--- config.mk ---
export PLATFORM = sky130hd
export DESIGN_NAME = fsb_status_gen
export DESIGN_NICKNAME = d
export VERILOG_FILES = /design/src/rtl/fsb_pkg.sv /design/src/rtl/fsb_read_strobe.sv /design/src/rtl/fsb_countdown.sv /design/src/rtl/fsb_toggle_bit.sv /design/src/rtl/fsb_fault_track.sv /design/src/rtl/fsb_status_gen.sv
export SDC_FILE = /design/constraint.sdc
export NUM_CORES = 1
export LEC_CHECK = 0
export ABC_CLOCK_PERIOD_IN_PS = 1900
export BUFFER_PORTS_ARGS = -buffer_cell sky130_fd_sc_hd__buf_2
export CELL_PAD_IN_SITES_DETAIL_PLACEMENT = 1
export CELL_PAD_IN_SITES_GLOBAL_PLACEMENT = 2
export CORE_UTILIZATION = 25
export DETAILED_ROUTE_END_ITERATION = 8
export PLACE_DENSITY = 0.85
export SLEW_MARGIN = 20
export SYNTH_ARGS = -nofsm -noshare
export SYNTH_HDL_FRONTEND = slang
export SYNTH_SLANG_ARGS = --single-unit
--- constraint.sdc ---
create_clock -name clk -period 1.9 [get_ports clk]
set_input_delay 0.285 -clock clk [delete_from_list [all_inputs] [get_ports clk]]
set_output_delay 0.285 -clock clk [all_outputs]
set_load 0.01 [all_outputs]
--- src/rtl/fsb_pkg.sv ---
package fsb_pkg;

    typedef enum logic [2:0] {
        MODE_IDLE    = 3'd0,
        MODE_PROG    = 3'd1,
        MODE_ERASE   = 3'd2,
        MODE_SUSP_RD = 3'd3,
        MODE_SUSP_PG = 3'd4
    } fsb_mode_e;

    typedef struct packed {
        logic poll;
        logic tgl_a;
        logic fault;
        logic tmr;
        logic tgl_b;
    } fsb_flags_t;

    localparam int POS_POLL  = 7;
    localparam int POS_TGL_A = 6;
    localparam int POS_FAULT = 5;
    localparam int POS_TMR   = 3;
    localparam int POS_TGL_B = 2;

    function automatic logic [7:0] fsb_pack(input fsb_flags_t f);
        logic [7:0] b;
        b            = 8'h00;
        b[POS_POLL]  = f.poll;
        b[POS_TGL_A] = f.tgl_a;
        b[POS_FAULT] = f.fault;
        b[POS_TMR]   = f.tmr;
        b[POS_TGL_B] = f.tgl_b;
        return b;
    endfunction

    function automatic logic mode_runs_op(input fsb_mode_e m);
        return (m == MODE_PROG) || (m == MODE_ERASE) || (m == MODE_SUSP_PG);
    endfunction

endpackage

--- src/rtl/fsb_read_strobe.sv ---
module fsb_read_strobe (
    input  logic clk,
    input  logic rst,
    input  logic oe_n,
    input  logic ce_n,
    output logic strobe
);
    logic oe_prev;
    logic ce_prev;

    always_ff @(posedge clk) begin
        if (rst) begin
            oe_prev <= 1'b1;
            ce_prev <= 1'b1;
        end else begin
            oe_prev <= oe_n;
            ce_prev <= ce_n;
        end
    end

    logic oe_rise;
    logic ce_rise_gated;
    assign oe_rise       = oe_n & ~oe_prev;
    assign ce_rise_gated = ce_n & ~ce_prev & ~oe_n;
    assign strobe        = oe_rise | ce_rise_gated;
endmodule

--- src/rtl/fsb_countdown.sv ---
module fsb_countdown #(
    parameter int LEN = 16,
    localparam int CW = $clog2(LEN + 1)
) (
    input  logic clk,
    input  logic rst,
    input  logic start,
    output logic busy
);
    localparam logic [CW-1:0] LOAD_VAL = CW'(LEN);
    logic [CW-1:0] cnt;

    always_ff @(posedge clk) begin
        if (rst) begin
            cnt <= '0;
        end else if (start) begin
            cnt <= LOAD_VAL;
        end else if (cnt != '0) begin
            cnt <= cnt - 1'b1;
        end
    end

    assign busy = (cnt != '0);
endmodule

--- src/rtl/fsb_toggle_bit.sv ---
module fsb_toggle_bit (
    input  logic clk,
    input  logic rst,
    input  logic flip,
    output logic q
);
    always_ff @(posedge clk) begin
        if (rst) begin
            q <= 1'b0;
        end else if (flip) begin
            q <= ~q;
        end
    end
endmodule

--- src/rtl/fsb_fault_track.sv ---
module fsb_fault_track #(
    parameter int BW = 3
) (
    input  logic          clk,
    input  logic          rst,
    input  logic          set_a,
    input  logic          set_b,
    input  logic [BW-1:0] set_blk,
    input  logic          clr_a,
    input  logic          clr_b,
    output logic          flag,
    output logic [BW-1:0] blk
);
    logic any_set;
    logic any_clr;
    assign any_set = set_a | set_b;
    assign any_clr = clr_a | clr_b;

    always_ff @(posedge clk) begin
        if (rst) begin
            flag <= 1'b0;
            blk  <= '0;
        end else if (any_set) begin
            flag <= 1'b1;
            blk  <= set_blk;
        end else if (any_clr) begin
            flag <= 1'b0;
        end
    end
endmodule

--- src/rtl/fsb_status_gen.sv ---
module fsb_status_gen
    import fsb_pkg::*;
#(
    parameter int NUM_BLOCKS  = 8,
    parameter int TMO_CYCLES  = 400,
    parameter int PROT_CYCLES = 800,
    localparam int BLK_W = (NUM_BLOCKS > 1) ? $clog2(NUM_BLOCKS) : 1
) (
    input  logic                  clk,
    input  logic                  rst,
    input  logic [2:0]            op_mode,
    input  logic [NUM_BLOCKS-1:0] erase_mask,
    input  logic [BLK_W-1:0]      rd_blk,
    input  logic [7:0]            array_q,
    input  logic [7:0]            wr_data,
    input  logic                  fault_pulse,
    input  logic                  overwrite_pulse,
    input  logic [BLK_W-1:0]      fault_blk,
    input  logic                  done_ok,
    input  logic                  cmd_reset,
    input  logic                  erase_armed,
    input  logic                  prot_abort,
    input  logic                  oe_n,
    input  logic                  ce_n,
    output logic [7:0]            status_o
);
    fsb_mode_e mode;
    assign mode = fsb_mode_e'(op_mode);

    logic rd_strobe;
    fsb_read_strobe u_strobe (
        .clk(clk), .rst(rst), .oe_n(oe_n), .ce_n(ce_n), .strobe(rd_strobe)
    );

    logic             err_q;
    logic [BLK_W-1:0] err_blk;
    fsb_fault_track #(.BW(BLK_W)) u_fault (
        .clk(clk), .rst(rst),
        .set_a(fault_pulse), .set_b(overwrite_pulse), .set_blk(fault_blk),
        .clr_a(cmd_reset), .clr_b(done_ok),
        .flag(err_q), .blk(err_blk)
    );

    // window timers: index 0 = erase timer, index 1 = protected abort
    localparam int NWIN = 2;
    logic [NWIN-1:0] win_start;
    logic [NWIN-1:0] win_busy;
    assign win_start = {prot_abort, erase_armed};

    genvar gw;
    generate
        for (gw = 0; gw < NWIN; gw++) begin : g_win
            localparam int WLEN = (gw == 0) ? TMO_CYCLES : PROT_CYCLES;
            fsb_countdown #(.LEN(WLEN)) u_cd (
                .clk(clk), .rst(rst), .start(win_start[gw]), .busy(win_busy[gw])
            );
        end
    endgenerate

    logic tmr_pending;
    logic prot_busy;
    assign tmr_pending = win_busy[0];
    assign prot_busy   = win_busy[1];

    logic blk_in_mask;
    logic fault_hit;
    assign blk_in_mask = erase_mask[rd_blk];
    assign fault_hit   = err_q && (rd_blk == err_blk);

    logic idle_prot;
    logic idle_fault;
    assign idle_prot  = (mode == MODE_IDLE) && prot_busy;
    assign idle_fault = (mode == MODE_IDLE) && !prot_busy && err_q;

    // toggle enables: index 0 = primary (bit 6), index 1 = secondary (bit 2)
    logic [1:0] tgl_flip;
    logic [1:0] tgl_q;
    assign tgl_flip[0] = rd_strobe && (mode_runs_op(mode) || idle_prot);
    assign tgl_flip[1] = rd_strobe &&
        ((((mode == MODE_ERASE) || (mode == MODE_SUSP_RD)) && blk_in_mask) ||
         (idle_fault && fault_hit));

    genvar gt;
    generate
        for (gt = 0; gt < 2; gt++) begin : g_tgl
            fsb_toggle_bit u_tb (
                .clk(clk), .rst(rst), .flip(tgl_flip[gt]), .q(tgl_q[gt])
            );
        end
    endgenerate

    fsb_flags_t fl;
    logic       pass_thru;

    always_comb begin
        fl        = '0;
        pass_thru = 1'b0;
        fl.fault  = err_q;
        unique case (mode)
            MODE_PROG, MODE_SUSP_PG: begin
                fl.poll  = ~wr_data[7];
                fl.tgl_a = tgl_q[0];
                fl.tgl_b = 1'b1;
            end
            MODE_ERASE: begin
                fl.poll  = 1'b0;
                fl.tgl_a = tgl_q[0];
                fl.tmr   = ~tmr_pending;
                fl.tgl_b = blk_in_mask ? tgl_q[1] : 1'b1;
            end
            MODE_SUSP_RD: begin
                if (blk_in_mask) begin
                    fl.poll  = 1'b1;
                    fl.tgl_a = 1'b1;
                    fl.tgl_b = tgl_q[1];
                end else begin
                    pass_thru = 1'b1;
                end
            end
            MODE_IDLE: begin
                if (prot_busy) begin
                    fl.tgl_a = tgl_q[0];
                    fl.tgl_b = 1'b1;
                end else if (err_q) begin
                    fl.tgl_b = fault_hit ? tgl_q[1] : 1'b1;
                end else begin
                    pass_thru = 1'b1;
                end
            end
            default: pass_thru = 1'b1;
        endcase
    end

    assign status_o = pass_thru ? array_q : fsb_pack(fl);

endmodule

; Word-level counts from Yosys, hierarchy flattened
; Cells that the tools add are included.
[word_totals]
input_bits = 43
register_bits = 27
[classes]
n_addsub = 2
eq_ne = 5
reduce_logical = 24
bitwise_logic = 13
n_mux = 24
n_lt_le_gt_ge = 1
[ops]
columns = op, count
row1 = 10-bit 2-to-1 mux, 2
row2 = 9-bit 2-to-1 mux, 2
row3 = 1-bit 2-to-1 mux, 13
row4 = 10-bit nonzero test, 1
row5 = "10-bit by 1-bit subtractor with 10-bit output, second input constant", 1
row6 = 9-bit nonzero test, 1
row7 = "9-bit by 1-bit subtractor with 9-bit output, second input constant", 1
row8 = 1-bit logical AND, 8
row9 = 8-bit 2-to-1 mux, 1
row10 = 1-bit inverter, 7
row11 = "3-bit by 2-bit equality test with 1-bit output, second input constant", 2
row12 = 1-bit one-hot mux with 3 select lines, 2
row13 = 2-bit nonzero test, 3
row14 = 2-bit OR reduction, 3
row15 = 1-bit logical OR, 5
row16 = "3-bit by 4-bit < comparator with 1-bit output, second input constant", 1
row17 = 1-bit one-hot mux with 4 select lines, 1
row18 = 1-bit AND, 3
row19 = 1-bit binary-select mux with 3-bit select, 1
row20 = "3-bit by 1-bit equality test with 1-bit output, second input constant", 1
row21 = 3-bit equality test, 1
row22 = "3-bit equality test, second input constant", 1
row23 = 3-bit logical NOT, 1
row24 = 1-bit OR, 3
row25 = 4 further kinds, 4

; Logic depth before layout (Yosys ltp)
[logic_depth]
depth_word = 7
ltp_mapped = 8
mapped_depth_nobuf = 7

; Hierarchy
; From an unflattened synthesis, not the netlist that was laid out.
[hier_totals]
cells_unflattened = 196
area_unflattened_um2 = 1742.9
[by_module_without_submodules]
columns = mod, n_inst, seq_area_each_um2, cells_each, area_per_inst_um2
row1 = fsb_countdown at g_win[1].u_cd, 1, 200.2, 61, 553.0
row2 = fsb_countdown at g_win[0].u_cd, 1, 180.2, 53, 495.5
row3 = fsb_status_gen, 1, 0.0, 54, 406.6
row4 = fsb_fault_track, 1, 80.1, 16, 153.9
row5 = fsb_read_strobe, 1, 40.0, 6, 68.8
row6 = fsb_toggle_bit, 2, 20.0, 3, 32.5

; Worst setup path before layout
; Ideal clock, no wire load.
[synth_path]
path_type = in2out
start = input port rd_blk[0]
end = output port status_o[5]
cell_stages = 5
t_required_ps = 1615
t_arrival_ps = 1721
slack_ps = -106
cell_sequence = buf_6 -> mux2i_1 -> mux4_2 -> a221o_2 -> o21ai_0
[synth_via]
elab_chain_len = 5
[synth_lines]
columns = element, line
row1 = start: declaration, fsb_status_gen.sv:13  ; input logic [BLK_W-1:0] rd_blk,
row2 = 1-bit binary-select mux with 3-bit select, fsb_status_gen.sv:67  ; assign blk_in_mask = erase_mask[rd_blk];
row3 = 1-bit 2-to-1 mux (implied by the code), fsb_status_gen.sv:67
row4 = 1-bit 2-to-1 mux, fsb_status_gen.sv:112  ; if (blk_in_mask) begin
row5 = 1-bit one-hot mux with 3 select lines, fsb_status_gen.sv:99  ; unique case (mode)
row6 = 8-bit 2-to-1 mux, fsb_status_gen.sv:134  ; assign status_o = pass_thru ? array_q : fsb_pack(fl);
row7 = end: declaration, fsb_status_gen.sv:25  ; output logic [7:0] status_o
; No other way between the ends. The select of a mux whose other input is x is not followed.

; Worst setup path after layout
[layout_path]
start = register g_win[1].u_cd.cnt[1]
end = output port status_o[3]
[layout_via]
elab_chain_len = 4
[layout_lines]
columns = element, line
row1 = start: declaration, fsb_countdown.sv:11  ; logic [CW-1:0] cnt;
row2 = start signal: assignment, fsb_countdown.sv:19  ; cnt <= cnt - 1'b1;
row3 = 10-bit nonzero test, fsb_countdown.sv:23  ; assign busy = (cnt != '0);
row4 = 1-bit 2-to-1 mux, fsb_status_gen.sv:121  ; if (prot_busy) begin
row5 = 1-bit one-hot mux with 3 select lines, fsb_status_gen.sv:99
row6 = 8-bit 2-to-1 mux, fsb_status_gen.sv:134
; No other way between the ends.

==> insert_results.sql <==
INSERT INTO impl_metrics (metric_group, metric, value, unit) VALUES
('floorplan', 'core_area', '5890', 'um^2'),
('finish', 'final_layout_size_suffix_gt1_share', '36.4', '%'),
('worst_setup_path', 'worst_path_largest_cell_delay', '420', 'ps'),
('finish', 'synthesis_to_finish_area_growth', '37.7', '%'),
('cts', 'ctsLongestPathBuffers', '2', ''),
('finish', 'ant_diodes', '0', ''),
('worst_setup_path', 'path_class', 'register to primary output', ''),
('timing', 'timing_max_transition_violations_final', '0', ''),
('synth', 'dominantRegCellSynth', 'sky130_fd_sc_hd__dfxtp_1', ''),
('timing', 'final.period_utilization', '118', '%'),
('place', 'place.gp.congestion', '0.738', ''),
('synth', 'ys_ff_latch', '27', ''),
('detailed_routing', 'vias_per_cell', '4.70', ''),
('floorplan', 'std_cell_rows', '28', ''),
('global_routing', 'largest_net_degree_at_the_start_of_global_routing', '18', ''),
('synth', 'synth_warnings', '0', ''),
('worst_setup_path', 'worst_setup_path_startpoint', 'g_win[1].u_cd.cnt[1]', ''),
('outcome', 'violated_checks', 'negative setup slack', ''),
('synth', 'synth_enable_flop_cells', '0', ''),
('global_routing', 'grt_first_pass_wirelength', '7070', 'um'),
('detailed_routing', 'post_drt_wl_per_cell', '12.5', 'um'),
('timing', 'timing.final.setup_violations', '8', ''),
('outcome', 'outcome', 'finished, violations left', ''),
('synth', 'netlist_instances', '187', ''),
('timing', 'pin_slew_with_the_least_headroom_to_its_limit', '469', 'ps'),
('timing', 'postLayoutSetupSlackWorst', '-342', 'ps'),
('global_routing', 'first_global_vias', '1658', ''),
('cts', 'tritoncts_clock_tree', 'built', ''),
('worst_setup_path', 'timing.rr.start', 'g_win[1].u_cd.cnt[1]', ''),
('cts', 'cts.sink_count', '27', ''),
('place', 'detailedPlacementHpwl', '3200', 'um'),
('finish', 'layout_commonest_cell', 'sky130_fd_sc_hd__buf_2', ''),
('finish', 'layout_fillers', '752', ''),
('place', 'placed_cells', '319', ''),
('detailed_routing', 'via_count', '1543', ''),
('detailed_routing', 'drt_pass1_iterations', '4', ''),
('synth', 'synth_top_cell_area_share', '35.6', '%'),
('cts', 'cts-buffers-inserted', '3', ''),
('worst_setup_path', 'critical-path-slowest-cell', 'sky130_fd_sc_hd__a221o_2', ''),
('finish', 'layout.cells.most_common_list', '43 x sky130_fd_sc_hd__buf_2, 25 x sky130_fd_sc_hd__nor2_1, 25 x sky130_fd_sc_hd__buf_4, 24 x sky130_fd_sc_hd__dfxtp_1, 17 x sky130_fd_sc_hd__a21oi_1', ''),
('floorplan', 'floorplan.die_area', '6380', 'um^2'),
('floorplan', 'die_y', '79.9', 'um'),
('detailed_routing', 'ant_nets', '0', ''),
('global_routing', 'grt-ovfl-total', '0', ''),
('detailed_routing', 'drc_errors', '0', ''),
('global_routing', 'gr_usage_total', '14.0', '%'),
('synth', 'synthTopCellsByArea', 'sky130_fd_sc_hd__dfxtp_1 36%, sky130_fd_sc_hd__nor2_1 6.2%, sky130_fd_sc_hd__xnor2_1 5.8%, sky130_fd_sc_hd__a21oi_1 5.6%, sky130_fd_sc_hd__mux2i_1 4.0%', ''),
('floorplan', 'io-pin-count', '51', ''),
('synth', 'synth_nets', '233', ''),
('min_path', 'holdCritPathClass', 'input pin to register', ''),
('min_path', 'hold_path_startpoint', 'ce_n', ''),
('worst_setup_path', 'timing.critical_path.buf_inv', '2', ''),
('synth', 'post_synthesis_mean_instance_area', '8.11', 'um^2'),
('cts', 'clk_root_buffer_cell', 'sky130_fd_sc_hd__clkbuf_8', ''),
('worst_setup_path', 'crit_arrival', '1960', 'ps'),
('synth', 'mappedNetlistArea', '1520', 'um^2'),
('pwr', 'total_leakage_power', '0.000934', 'uW'),
('detailed_routing', 'first_iter_violations', '29', ''),
('timing', 'grt_setup_unrepaired', 'true', ''),
('floorplan', 'start_util', '25.8', '%'),
('synth', 'seq_area_frac_synth', '35.6', '%'),
('worst_setup_path', 'crit_family', 'compound AO/OA/AOI/OAI gates', ''),
('cts', 'holdBufCountCts', '0', ''),
('timing', 'fin_worst_skew', '3.01', 'ps'),
('detailed_routing', 'wirelength', '4090', 'um'),
('synth', 'async_flop_share', '0', '%'),
('finish', 'register_area', '547', 'um^2'),
('synth', 'synth_cell_types', '39', ''),
('timing', 'clock.fmax', '446', 'MHz'),
('cts', 'insertion_delay', '280', 'ps'),
('timing', 'period_minus_ws_final', '2240', 'ps');
-- power breakdown --
part / leakage (uW) / switching, uW / total, uW / internal [uW]
logic: 0.000684 / 307 / 634 / 327
clock network: 0.0000255 / 189 / 336 / 147
registers: 0.000225 / 56.1 / 685 / 628
-- sequential cells by signal, summed over array words and instances (netlist names) --
signal	count
g_tgl.u_tb.q	2
u_strobe.oe_prev	1
u_fault.flag	1
g_win.u_cd.cnt	19
u_strobe.ce_prev	1
u_fault.blk	3
-- logic make-up (layout without fill, tap and decap cells) --
family	Yosys count	after routing	synth area share (%)
and+or+nand+nor	78	78	27.3
AOI/OAI and AO/OA	37	38	14.9
DFF	27	27	35.6
buffers and inverters	20	85	5.45
xor gates and xnor gates	14	14	8.09
muxes	8	8	6.19
adders and majority gates	3	3	2.48
-- worst paths after layout --
kind | end | cells after the start | slack, ps
min | u_strobe.ce_prev | 2 | 210
max reg2reg | g_tgl[1].u_tb.q | 8 | 160
max | status_o[3] | 7 | -340
min reg2reg | u_fault.blk[2] | 2 | 480
-- worst register-to-register path, cell delays in order, from the launching register on --
cell and delay [ps]:
sky130_fd_sc_hd__dfxtp_2 340, sky130_fd_sc_hd__inv_2 70, sky130_fd_sc_hd__ha_4 130, sky130_fd_sc_hd__nor4b_4 200
sky130_fd_sc_hd__buf_4 180, sky130_fd_sc_hd__nand4b_1 180, sky130_fd_sc_hd__nor2_1 150, sky130_fd_sc_hd__a31oi_1 100
sky130_fd_sc_hd__mux2_2 290
-- final cells by class --
class	instances	share of cell area, %
clock buffer	3	1.98
timing repair buffer	68	19.3
sequential	27	26.2
clock inverter	1	0.240
inverter	13	2.34
tap	75	4.49
multi-input combinational	141	45.5
-- metrics by stage --
stage | TNS, ps | total power [uW] | hold slack, ps
after global placement | -1400 | 1260 | 454
after CTS | -2450 | 1680 | 201
after detailed placement | -1590 | 1280 | 472
after floorplan | -107 | 1050 | 354
final | -2320 | 1660 | 205
after global routing | -3110 | 1790 | 189
-- synthesized netlist by cell type, types with 2 or more instances --
library cell	count
sky130_fd_sc_hd__or3_1	3
sky130_fd_sc_hd__nand2b_1	3
sky130_fd_sc_hd__a21oi_1	17
sky130_fd_sc_hd__nand3b_1	2
sky130_fd_sc_hd__nand4b_1	2
sky130_fd_sc_hd__or2_2	4
sky130_fd_sc_hd__a31oi_1	2
sky130_fd_sc_hd__nand4_1	2
sky130_fd_sc_hd__and4b_1	2
sky130_fd_sc_hd__nand3_1	7
sky130_fd_sc_hd__xor2_1	4
sky130_fd_sc_hd__xnor2_1	10
sky130_fd_sc_hd__inv_1	13
sky130_fd_sc_hd__a211oi_1	3
sky130_fd_sc_hd__and2_2	3
sky130_fd_sc_hd__clkbuf_1	5
sky130_fd_sc_hd__ha_1	3
sky130_fd_sc_hd__nor3_1	9
sky130_fd_sc_hd__nor4_1	4
sky130_fd_sc_hd__a21boi_0	2
sky130_fd_sc_hd__o21ai_0	6
sky130_fd_sc_hd__nor2_1	25
sky130_fd_sc_hd__dfxtp_1	27
sky130_fd_sc_hd__mux2i_1	6
sky130_fd_sc_hd__nand2_1	9
-- routing by layer --
layer / wire length (um) / vias up / GRT usage (%)
li1: - / 790 / -
met1: 1830 / 728 / 16.0
met2: 2120 / 23 / 26.7
met3: 128 / 2 / 3.09
met4: 9 / 0 / 2.14
met5: 0 / - / 0
-- what timing repair did --
item,CTS,global route
hold endpoints to repair,0,0
gates cloned,1,0
buffers inserted,3,1
resized for setup,11,0
pin swaps,5,2
endpoints found under the setup margin,8,8
Note: power is estimated with default switching activity, not from simulation.
